File: src/rtl/pwm_match_pkg.sv
`timescale 1ns/1ps
package pwm_match_pkg;
    typedef struct packed {
        logic stop;
        logic rst;
        logic irq;
    } match_act_t;

    localparam int unsigned ADDR_W = 4;
    localparam logic [ADDR_W-1:0] A_CTRL   = 4'd8;
    localparam logic [ADDR_W-1:0] A_PRESC  = 4'd9;
    localparam logic [ADDR_W-1:0] A_ACT    = 4'd10;
    localparam logic [ADDR_W-1:0] A_MODE   = 4'd11;
    localparam logic [ADDR_W-1:0] A_IRQCLR = 4'd12;
endpackage

File: src/rtl/pwm_match_regs.sv
`timescale 1ns/1ps
module pwm_match_regs
    import pwm_match_pkg::*;
#(
    parameter int unsigned CW = 16,
    parameter int unsigned NM = 7,
    parameter int unsigned PW = 8,
    parameter int unsigned DW = 21
) (
    input  logic                   clk,
    input  logic                   rst_n,
    input  logic                   wr_en,
    input  logic [ADDR_W-1:0]      wr_addr,
    input  logic [DW-1:0]          wr_data,
    input  logic [NM-1:0]          match,
    input  logic                   stop_hit,
    output logic [NM-1:0][CW-1:0]  shadow,
    output match_act_t [NM-1:0]    act,
    output logic [NM-1:2]          dbl,
    output logic [PW-1:0]          presc,
    output logic                   run,
    output logic                   clr,
    output logic [NM-1:0]          irq
);
    typedef struct packed {
        logic [NM-1:0][CW-1:0] sh;
        match_act_t [NM-1:0]   act;
        logic [NM-1:2]         dbl;
        logic [PW-1:0]         presc;
        logic                  run;
        logic                  clr;
        logic [NM-1:0]         irq;
    } reg_state_t;

    reg_state_t s_d, s_q;
    logic [NM-1:0] clr_mask;
    logic [NM-1:0] set_mask;

    always_comb begin
        s_d      = s_q;
        clr_mask = '0;
        set_mask = '0;
        if (wr_en) begin
            for (int k = 0; k < NM; k++) begin
                if (wr_addr == ADDR_W'(k)) s_d.sh[k] = wr_data[CW-1:0];
            end
            if (wr_addr == A_CTRL) begin
                s_d.run = wr_data[0];
                s_d.clr = wr_data[1];
            end
            if (wr_addr == A_PRESC) s_d.presc = wr_data[PW-1:0];
            if (wr_addr == A_ACT) begin
                for (int k = 0; k < NM; k++) s_d.act[k] = match_act_t'(wr_data[3*k +: 3]);
            end
            if (wr_addr == A_MODE)   s_d.dbl  = wr_data[NM-1:2];
            if (wr_addr == A_IRQCLR) clr_mask = wr_data[NM-1:0];
        end
        if (stop_hit) s_d.run = 1'b0;
        for (int k = 0; k < NM; k++) set_mask[k] = match[k] & s_q.act[k].irq;
        s_d.irq = (s_q.irq & ~clr_mask) | set_mask;
    end

    always_ff @(posedge clk) begin
        if (!rst_n) s_q <= '0;
        else        s_q <= s_d;
    end

    assign shadow = s_q.sh;
    assign act    = s_q.act;
    assign dbl    = s_q.dbl;
    assign presc  = s_q.presc;
    assign run    = s_q.run;
    assign clr    = s_q.clr;
    assign irq    = s_q.irq;
endmodule

File: src/rtl/pwm_match_timer.sv
`timescale 1ns/1ps
module pwm_match_timer
    import pwm_match_pkg::*;
#(
    parameter int unsigned CW = 16,
    parameter int unsigned NM = 7,
    parameter int unsigned PW = 8
) (
    input  logic                   clk,
    input  logic                   rst_n,
    input  logic                   run,
    input  logic                   clr,
    input  logic [PW-1:0]          presc,
    input  logic [NM-1:0][CW-1:0]  shadow,
    input  match_act_t [NM-1:0]    act,
    output logic [NM-1:0]          match,
    output logic                   stop_hit,
    output logic                   restart,
    output logic [CW-1:0]          count
);
    typedef struct packed {
        logic [PW-1:0]         pc;
        logic [CW-1:0]         tc;
        logic [NM-1:0][CW-1:0] mr;
    } tmr_state_t;

    tmr_state_t s_d, s_q;
    logic          tick;
    logic [NM-1:0] rst_v;
    logic [NM-1:0] stop_v;

    always_comb begin
        tick = run && !clr && (s_q.pc == presc);
        for (int k = 0; k < NM; k++) begin
            match[k]  = tick && (s_q.tc == s_q.mr[k]);
            rst_v[k]  = match[k] & act[k].rst;
            stop_v[k] = match[k] & act[k].stop;
        end
        stop_hit = |stop_v;
        restart  = match[0] && !stop_hit;

        s_d = s_q;
        if (!run || clr || tick) s_d.pc = '0;
        else                     s_d.pc = s_q.pc + PW'(1);

        if (clr) begin
            s_d.tc = '0;
        end else if (tick && !stop_hit) begin
            if (match[0] || (|rst_v)) s_d.tc = '0;
            else                      s_d.tc = s_q.tc + CW'(1);
        end

        if (!run || restart) s_d.mr = shadow;
    end

    always_ff @(posedge clk) begin
        if (!rst_n) s_q <= '0;
        else        s_q <= s_d;
    end

    assign count = s_q.tc;
endmodule

File: src/rtl/pwm_match_chan.sv
`timescale 1ns/1ps
module pwm_match_chan #(
    parameter int unsigned CW = 16
) (
    input  logic          clk,
    input  logic          rst_n,
    input  logic          dbl,
    input  logic          restart,
    input  logic          set_m,
    input  logic          clr_m,
    input  logic [CW-1:0] sh_self,
    input  logic [CW-1:0] sh_period,
    output logic          pwm
);
    logic pwm_d, pwm_q;
    logic set_now;

    always_comb begin
        set_now = dbl ? set_m : (restart && (sh_self < sh_period));
        pwm_d   = pwm_q;
        if (clr_m)        pwm_d = 1'b0;
        else if (set_now) pwm_d = 1'b1;
    end

    always_ff @(posedge clk) begin
        if (!rst_n) pwm_q <= 1'b0;
        else        pwm_q <= pwm_d;
    end

    assign pwm = pwm_q;
endmodule

File: src/rtl/pwm_match_top.sv
`timescale 1ns/1ps
module pwm_match_top
    import pwm_match_pkg::*;
#(
    parameter int unsigned CW = 16,
    parameter int unsigned NM = 7,
    parameter int unsigned PW = 8,
    parameter int unsigned DW = 21
) (
    input  logic              clk,
    input  logic              rst_n,
    input  logic              wr_en,
    input  logic [ADDR_W-1:0] wr_addr,
    input  logic [DW-1:0]     wr_data,
    output logic [NM-2:0]     pwm_out,
    output logic [NM-1:0]     irq_flags
);
    localparam int unsigned NCH = NM - 1;

    logic [NM-1:0][CW-1:0] shadow;
    match_act_t [NM-1:0]   act;
    logic [NM-1:2]         dbl;
    logic [PW-1:0]         presc;
    logic                  run;
    logic                  clr;
    logic [NM-1:0]         match;
    logic                  stop_hit;
    logic                  restart;
    logic [CW-1:0]         count;

    pwm_match_regs #(.CW(CW), .NM(NM), .PW(PW), .DW(DW)) u_regs (
        .clk(clk), .rst_n(rst_n), .wr_en(wr_en), .wr_addr(wr_addr), .wr_data(wr_data),
        .match(match), .stop_hit(stop_hit), .shadow(shadow), .act(act), .dbl(dbl),
        .presc(presc), .run(run), .clr(clr), .irq(irq_flags)
    );

    pwm_match_timer #(.CW(CW), .NM(NM), .PW(PW)) u_timer (
        .clk(clk), .rst_n(rst_n), .run(run), .clr(clr), .presc(presc), .shadow(shadow),
        .act(act), .match(match), .stop_hit(stop_hit), .restart(restart), .count(count)
    );

    for (genvar n = 1; n <= NCH; n++) begin : g_ch
        logic mode_dbl;
        if (n >= 2) begin : g_dbl
            assign mode_dbl = dbl[n];
        end else begin : g_single
            assign mode_dbl = 1'b0;
        end
        pwm_match_chan #(.CW(CW)) u_ch (
            .clk(clk), .rst_n(rst_n), .dbl(mode_dbl), .restart(restart),
            .set_m(match[n-1]), .clr_m(match[n]), .sh_self(shadow[n]),
            .sh_period(shadow[0]), .pwm(pwm_out[n-1])
        );
    end
endmodule


File: config.mk
export PLATFORM = sky130hd
export DESIGN_NAME = pwm_match_top
export DESIGN_NICKNAME = d
export VERILOG_FILES = /design/src/rtl/pwm_match_pkg.sv /design/src/rtl/pwm_match_regs.sv /design/src/rtl/pwm_match_timer.sv /design/src/rtl/pwm_match_chan.sv /design/src/rtl/pwm_match_top.sv
export SDC_FILE = /design/constraint.sdc
export NUM_CORES = 1
export LEC_CHECK = 0
export BUFFER_PORTS_ARGS = -buffer_cell sky130_fd_sc_hd__buf_2
export CAP_MARGIN = 20
export CORE_AREA = 5 5 166 168
export DETAILED_ROUTE_END_ITERATION = 7
export DIE_AREA = 0 0 171 173
export GPL_TIMING_DRIVEN = 0
export MAX_ROUTING_LAYER = met4
export PLACE_DENSITY = 0.76
export SETUP_SLACK_MARGIN = 0.5
export SYNTH_ARGS = -nofsm -noshare
export SYNTH_HDL_FRONTEND = slang
export SYNTH_SLANG_ARGS = --single-unit
File: constraint.sdc
create_clock -name clk -period 4.9 [get_ports clk]
set_clock_uncertainty 0.2 [all_clocks]
set_input_delay 0.245 -clock clk [delete_from_list [all_inputs] [get_ports clk]]
set_output_delay 0.245 -clock clk [all_outputs]
set_load 0.03 [all_outputs]
# Yosys cells after proc, flatten, opt, wreduce, memory -nomap -nowiden
# Cells that the tools add are included.
# word_totals
reg_bits,297
# op_classes
addsub,2
magnitude_cmp,6
muxes,8
reduce_logical,47
bitwise,25
eq_ne,19
# op_table
cell,count
$eq A16 B16 Y1,7
$lt A16 B16 Y1,6
$reduce_and A2 Y1,11
$and A1 B1 Y1,21
$eq A4 B4 Y1 const B,5
$logic_and A1 B1 Y1,17
$add A16 B1 Y16 const B,1
$mux W16,1
$reduce_or A2 Y1,8
$mux W7,2
$reduce_or A7 Y1,2
$eq A4 B3 Y1 const B,3
$add A8 B1 Y8 const B,1
$eq A4 B2 Y1 const B,2
$eq A8 B8 Y1,1
$reduce_or A8 Y1,1
$and A7 B7 Y7,1
$not A7 Y7,1
$or A7 B7 Y7,1
$mux W1,5
$eq A4 B1 Y1 const B,1
$logic_not A4 Y1,1
$logic_or A1 B1 Y1,4
$logic_not A1 Y1,3
$not A1 Y1,1

# Depth between registers and ports, before layout
# logic_depth
word_depth,10
ltp_mapped,12
mapped_depth_nobuf,9

# Hierarchy
# From an unflattened synthesis, not the netlist that was laid out.
# unflattened
hier_cells,1747
hier_area_um2,15135.8
# modules_own_cells
module,cells_per_inst,area_each_um2,instances
pwm_match_timer,857,6944.2,1
pwm_match_regs,547,5642.9,1
pwm_match_chan,57,424.2,6
pwm_match_top,1,3.8,1

# Worst setup path after synthesis
# Ideal clock, no wire load.
# synth_timing
path_type,register to register
start,reg u_timer.s_q[131] (netlist bit)
end,reg u_timer.s_q[0] (netlist bit)
t_required_ns,4.580
path_buffers,4
setup_slack_ns,2.177
arrival_time_ns,2.403
path_stages_with_launch,12
cell_sequence,dfxtp_1 > xor2_1 > nor4_2 > and2_1 > and4_1 > or3_1 > buf_2 > o41a_1 > clkbuf_1 > buf_6 > buf_6 > mux2i_1
# synth_between
elab_chain_cells,8
word_cells_on_any_way,20
# synth_lines
item,line,rtl
from (decl),pwm_match_timer.sv:27,"tmr_state_t s_d, s_q;"
from (signal assigned),pwm_match_timer.sv:57,if (!rst_n) s_q <= '0;
from (signal assigned),pwm_match_timer.sv:58,else s_q <= s_d;
$eq A8 B8 Y1 *,pwm_match_timer.sv:33,tick = run && !clr && (s_q.pc == presc);
$logic_and A1 B1 Y1 *,pwm_match_timer.sv:33,
$logic_and A1 B1 Y1,pwm_match_timer.sv:35,match[k] = tick && (s_q.tc == s_q.mr[k]);
$and A1 B1 Y1,pwm_match_timer.sv:37,stop_v[k] = match[k] & act[k].stop;
$reduce_or A7 Y1,pwm_match_timer.sv:39,stop_hit = |stop_v;
$logic_not A1 Y1,pwm_match_timer.sv:40,restart = match[0] && !stop_hit;
$logic_and A1 B1 Y1 *,pwm_match_timer.sv:40,
$logic_or A1 B1 Y1 *,pwm_match_timer.sv:53,if (!run || restart) s_d.mr = shadow;
# Every way passes the cells marked *; elsewhere a longest branch is shown, timed or not.
# A chain may end at the register's enable or synchronous reset.

# Final worst setup path
# layout_timing
start,"reg u_timer.s_q, in the netlist u_timer.count[3]"
end,"reg u_timer.s_q, in the netlist u_timer.count[6]"
# layout_between
elab_chain_cells,6
word_cells_on_any_way,35
# layout_lines
item
"parallel branches: the longest is 6 deep, another holds $add A16 B1 Y16"
# Parallel ways; which one is timed is not known.

==> impl_results.html <==
<table>
<tr><th>Metric</th><th>Value</th></tr>
<tr><th colspan="2">Drt</th></tr>
<tr><td>Number of search-and-repair iterations in the first detailed-routing pass</td><td>7</td></tr>
<tr><td>Detail-routed net length per standard cell</td><td>around 23 µm</td></tr>
<tr><td>Vias after detailed routing</td><td>13400</td></tr>
<tr><td>Post-detailed-route count of antenna-violating nets</td><td>0</td></tr>
<tr><td>DRC violation total after the first TritonRoute iteration</td><td>1900</td></tr>
<tr><td>Post-route DRC violation count</td><td>0</td></tr>
<tr><td>Routed Wire Length</td><td>50.5 mm</td></tr>
<tr><td>Number of vias per cell</td><td>6.12</td></tr>
<tr><th colspan="2">Yosys</th></tr>
<tr><td>Proportion of synthesized flip-flops having asynchronous set or reset</td><td>0</td></tr>
<tr><td>Synthesized area divided by synthesized cell count</td><td>between 8 and 9 µm²</td></tr>
<tr><td>Post-synth net total</td><td>roughly 1900</td></tr>
<tr><td>Synth Cell Area</td><td>15300 µm²</td></tr>
<tr><td>Most used flip-flop cell after synthesis</td><td>sky130_fd_sc_hd__dfxtp_1</td></tr>
<tr><td>Cell variety after synth</td><td>54</td></tr>
<tr><td>Yosys reg bits</td><td>between 200 and 300</td></tr>
<tr><td>Warning count from the yosys run</td><td>0</td></tr>
<tr><td>Post-Syn Instances</td><td>around 1800</td></tr>
<tr><td>Sequential-to-total area share from yosys stat</td><td>0.387</td></tr>
<tr><td>Number of enable flip-flop cells after synthesis</td><td>0</td></tr>
<tr><th colspan="2">Worst setup path</th></tr>
<tr><td>Worst r2r dst</td><td>u_timer.count[6]</td></tr>
<tr><td>Register-to-register path setup slack</td><td>slightly above 600 ps</td></tr>
<tr><td>Worst setup path start</td><td>u_timer.count[3]</td></tr>
<tr><td>Max Fanout on Critical Path</td><td>10</td></tr>
<tr><td>Endpoint of the most critical setup path</td><td>u_timer.count[6]</td></tr>
<tr><td>Endpoint required time on the critical path</td><td>just over 5000 ps</td></tr>
<tr><td>Classification of the worst setup path</td><td>register to register</td></tr>
<tr><td>Startpoint of the most critical register-to-register path</td><td>u_timer.count[3]</td></tr>
<tr><td>Kind of start point of the critical path</td><td>register</td></tr>
<tr><td>Worst Reg2Reg Path Length in Cells</td><td>9</td></tr>
<tr><td>Type of destination of the critical path</td><td>register</td></tr>
<tr><td>Arrival time of the worst setup path</td><td>about 4500 ps</td></tr>
<tr><th colspan="2">Placement</th></tr>
<tr><td>RD Place Congestion</td><td>~0.98</td></tr>
<tr><td>Number of buffers inserted by port buffering</td><td>31</td></tr>
<tr><td>Estimated wirelength of the detail-placed design</td><td>between 30 and 40 mm</td></tr>
<tr><td>Post-placement worst setup slack</td><td>roughly 930 ps</td></tr>
<tr><th colspan="2">Floorplanning</th></tr>
<tr><td>Area of the die</td><td>29600 µm²</td></tr>
<tr><td>Die Ht</td><td>roughly 170 µm</td></tr>
<tr><td>Total core area</td><td>25800 µm²</td></tr>
<tr><td>Horiz. Die Dim</td><td>roughly 170 µm</td></tr>
<tr><td>Cell row count</td><td>~60</td></tr>
<tr><td>IO Pins</td><td>41</td></tr>
<tr><td>Initial standard-cell utilization of the core</td><td>0.594</td></tr>
<tr><th colspan="2">STA</th></tr>
<tr><td>Achievable Freq</td><td>0.233 GHz</td></tr>
<tr><td>RSZ-0062 raised after global routing</td><td>false</td></tr>
<tr><td>Remaining max-slew budget at the tightest pin</td><td>0.194</td></tr>
<tr><td>TNS Setup</td><td>0 ps</td></tr>
<tr><td>Transition time at the pin with the least slew margin</td><td>between 1000 and 1500 ps</td></tr>
<tr><td>Clock period minus worst slack</td><td>roughly 4300 ps</td></tr>
<tr><td>Final Hold Fails</td><td>0</td></tr>
<tr><td>Final worst setup slack</td><td>about 610 ps</td></tr>
<tr><td>Period utilization</td><td>0.876</td></tr>
<tr><td>Final Setup Violations</td><td>0</td></tr>
<tr><td>Final max-slew violation count</td><td>0</td></tr>
<tr><th colspan="2">Global routing</th></tr>
<tr><td>Initial antenna violation count</td><td>0</td></tr>
<tr><td>First-pass GRT wire length</td><td>between 70 and 80 mm</td></tr>
<tr><td>Maximum number of pins on one net before global-route repair</td><td>14</td></tr>
<tr><td>Via count of the first global-routing pass</td><td>between 10000 and 15000</td></tr>
<tr><td>Global-route total usage across every layer</td><td>0.345</td></tr>
<tr><td>Leftover overflow at the end of global routing</td><td>0</td></tr>
<tr><th colspan="2">Clock network</th></tr>
<tr><td>Clock latency on the worst-skew pair</td><td>520 ps</td></tr>
<tr><td>Clock Tree Buf Depth</td><td>3</td></tr>
<tr><td>Number of hold buffers added after cts</td><td>13</td></tr>
<tr><td>Clock sink count</td><td>296</td></tr>
<tr><td>Clock Root Buffer</td><td>sky130_fd_sc_hd__clkbuf_16</td></tr>
<tr><td>CTS tree</td><td>done</td></tr>
<tr><td>Count of H-tree levels built during CTS</td><td>2</td></tr>
<tr><td>Clock-pin slew reported for the worst setup and hold paths after clock tree synthesis</td><td>roughly 60 ps</td></tr>
<tr><td>Number of buffers inserted to repair setup after CTS</td><td>0</td></tr>
<tr><td>Number of cells upsized or downsized after cts</td><td>0</td></tr>
<tr><td>Clock buffer count from CTS</td><td>34</td></tr>
<tr><th colspan="2">Final layout</th></tr>
<tr><td>Fill cells</td><td>2107</td></tr>
<tr><td>Number of antenna diodes</td><td>0</td></tr>
<tr><td>Number of nets in the finished design</td><td>1957</td></tr>
<tr><td>Commonest non-fill, non-tap cells in the layout</td><td>sky130_fd_sc_hd__nand2_1 (449), sky130_fd_sc_hd__dfxtp_1 (296), sky130_fd_sc_hd__mux2i_1 (157), sky130_fd_sc_hd__xor2_1 (108), sky130_fd_sc_hd__a21boi_0 (102)</td></tr>
<tr><td>Share of the core filled with cells</td><td>0.665</td></tr>
<tr><td>Ratio of cells with drive above 1 in the final layout</td><td>0.0715</td></tr>
<tr><td>Layout Area Growth over Synthesis</td><td>11.8%</td></tr>
<tr><td>Most frequent standard cell in the layout excluding fill and tap cells</td><td>sky130_fd_sc_hd__nand2_1</td></tr>
<tr><th colspan="2">Power and ir drop</th></tr>
<tr><td>Maximum vdd drop</td><td>roughly 0.28 mV</td></tr>
<tr><td>Pwr/cell area</td><td>a little over 300 nW/µm²</td></tr>
<tr><td>Leakage</td><td>6.64 nW</td></tr>
<tr><td>Int Power</td><td>4.04 mW</td></tr>
<tr><td>Combinational share of power</td><td>0.065</td></tr>
<tr><td>Sequential share of power</td><td>0.461</td></tr>
<tr><td>Sw Ratio</td><td>0.240</td></tr>
<tr><td>Sw Pwr</td><td>~1.3 mW</td></tr>
<tr><td>Clock power share</td><td>0.473</td></tr>
<tr><th colspan="2">Outcome</th></tr>
<tr><td>Outcome</td><td>complete, no violations</td></tr>
<tr><th colspan="2">Hold path</th></tr>
<tr><td>Worst hold-check path type</td><td>input pin to register</td></tr>
<tr><th colspan="2">Run</th></tr>
<tr><td>Max-capacitance violation count</td><td>0</td></tr>
</table>
[state kept, by name, summed over array words and instances (netlist names)]
signal and flops:
u_regs.act 20, u_timer.count 16, u_regs.clr 1, u_timer.s_q 120, u_regs.dbl 5, u_regs.presc 8, u_regs.shadow 112, u_regs.run 1
u_regs.irq 7, g_ch.u_ch.pwm 6
[worst min-delay path by stage]
stage | slack, ps | startpoint | cells past startpoint | to
3_3_place_gp | 250 | u_regs.act[9] | 2 | u_regs.act[9]
2_1_floorplan | 190 | wr_data[16] | 2 | u_regs.act[16]
6_report | 40 | wr_en | 5 | u_regs.act[2]
3_5_place_dp | 260 | u_regs.act[5] | 2 | u_regs.act[5]
4_1_cts | 20 | wr_addr[1] | 4 | u_regs.clr
5_1_grt | 70 | wr_en | 5 | u_regs.act[2]
[cell type report]
class                      instances  area [µm²]  area share
multi-input combinational       1308        8710       0.509
sequential                       296        5930       0.346
clock buffer                      48         975      0.0569
buffer                           129         601      0.0351
tap                              335         419      0.0245
timing repair buffer              46         297      0.0173
clock inverter                    10         108     0.00629
inverter                          22        82.6     0.00482
[layer usage]
metal  track usage  up-vias  share of wire
met5             -        -              0
met4         0.151        0          0.052
met3        0.0815      164           0.12
met2         0.495      779           0.43
met1         0.465     6337           0.41
li1              -     6147              -
[metrics by stage]
stage	instances	total power [mW]	hold slack, ps	cell area [µm²]
3_3_place_gp	2121	2.82	251	15900
2_1_floorplan	1755	2.70	190	15300
5_1_grt	2194	5.44	67.7	17100
3_5_place_dp	2123	2.83	261	15900
6_report	2194	5.31	40.7	17100
4_1_cts	2194	5.30	16.9	17100
[synthesized netlist by cell type, types with 22 or more instances]
library cell | count | area [µm²]
sky130_fd_sc_hd__a21boi_0 | 102 | 766
sky130_fd_sc_hd__o21ai_0 | 30 | 150
sky130_fd_sc_hd__xor2_1 | 108 | 946
sky130_fd_sc_hd__inv_1 | 22 | 82.6
sky130_fd_sc_hd__nor2_1 | 34 | 128
sky130_fd_sc_hd__nand4_1 | 34 | 213
sky130_fd_sc_hd__ha_1 | 92 | 1150
sky130_fd_sc_hd__nand2_1 | 449 | 1690
sky130_fd_sc_hd__clkbuf_1 | 92 | 345
sky130_fd_sc_hd__a211oi_1 | 28 | 210
sky130_fd_sc_hd__dfxtp_1 | 296 | 5930
sky130_fd_sc_hd__nor4_1 | 27 | 169
sky130_fd_sc_hd__mux2i_1 | 157 | 1570
sky130_fd_sc_hd__nor2b_1 | 61 | 382
[critical path, stage by stage, from the launching register on]
cell                       delay, ps
sky130_fd_sc_hd__dfxtp_1         570
sky130_fd_sc_hd__buf_2           460
sky130_fd_sc_hd__xor2_1          130
sky130_fd_sc_hd__nor4_1          320
sky130_fd_sc_hd__nand4_1         490
sky130_fd_sc_hd__nor2_1          580
sky130_fd_sc_hd__a222oi_1        360
sky130_fd_sc_hd__a211oi_2        600
sky130_fd_sc_hd__buf_2           340
sky130_fd_sc_hd__a211oi_1         90
[power groups by stage]
| stage | logic [mW] | registers (mW) | clock network, mW |
|---|---|---|---|
| after detailed placement | 0.324 | 2.50 | 0 |
| after CTS | 0.334 | 2.45 | 2.52 |
| after global routing | 0.365 | 2.45 | 2.63 |
| after global placement | 0.319 | 2.50 | 0 |
| final | 0.347 | 2.45 | 2.51 |
| after floorplan | 0.202 | 2.49 | 0 |
[cell families after synthesis]
kind of cell | share of synthesized area
and+or+nand+nor | 0.208
muxes | 0.103
DFF | 0.387
adders and majority gates | 0.0752
buffers and inverters | 0.0446
AOI/OAI and AO/OA | 0.110
xor gates and xnor gates | 0.0721
Note: power is estimated with default switching activity, not from simulation.
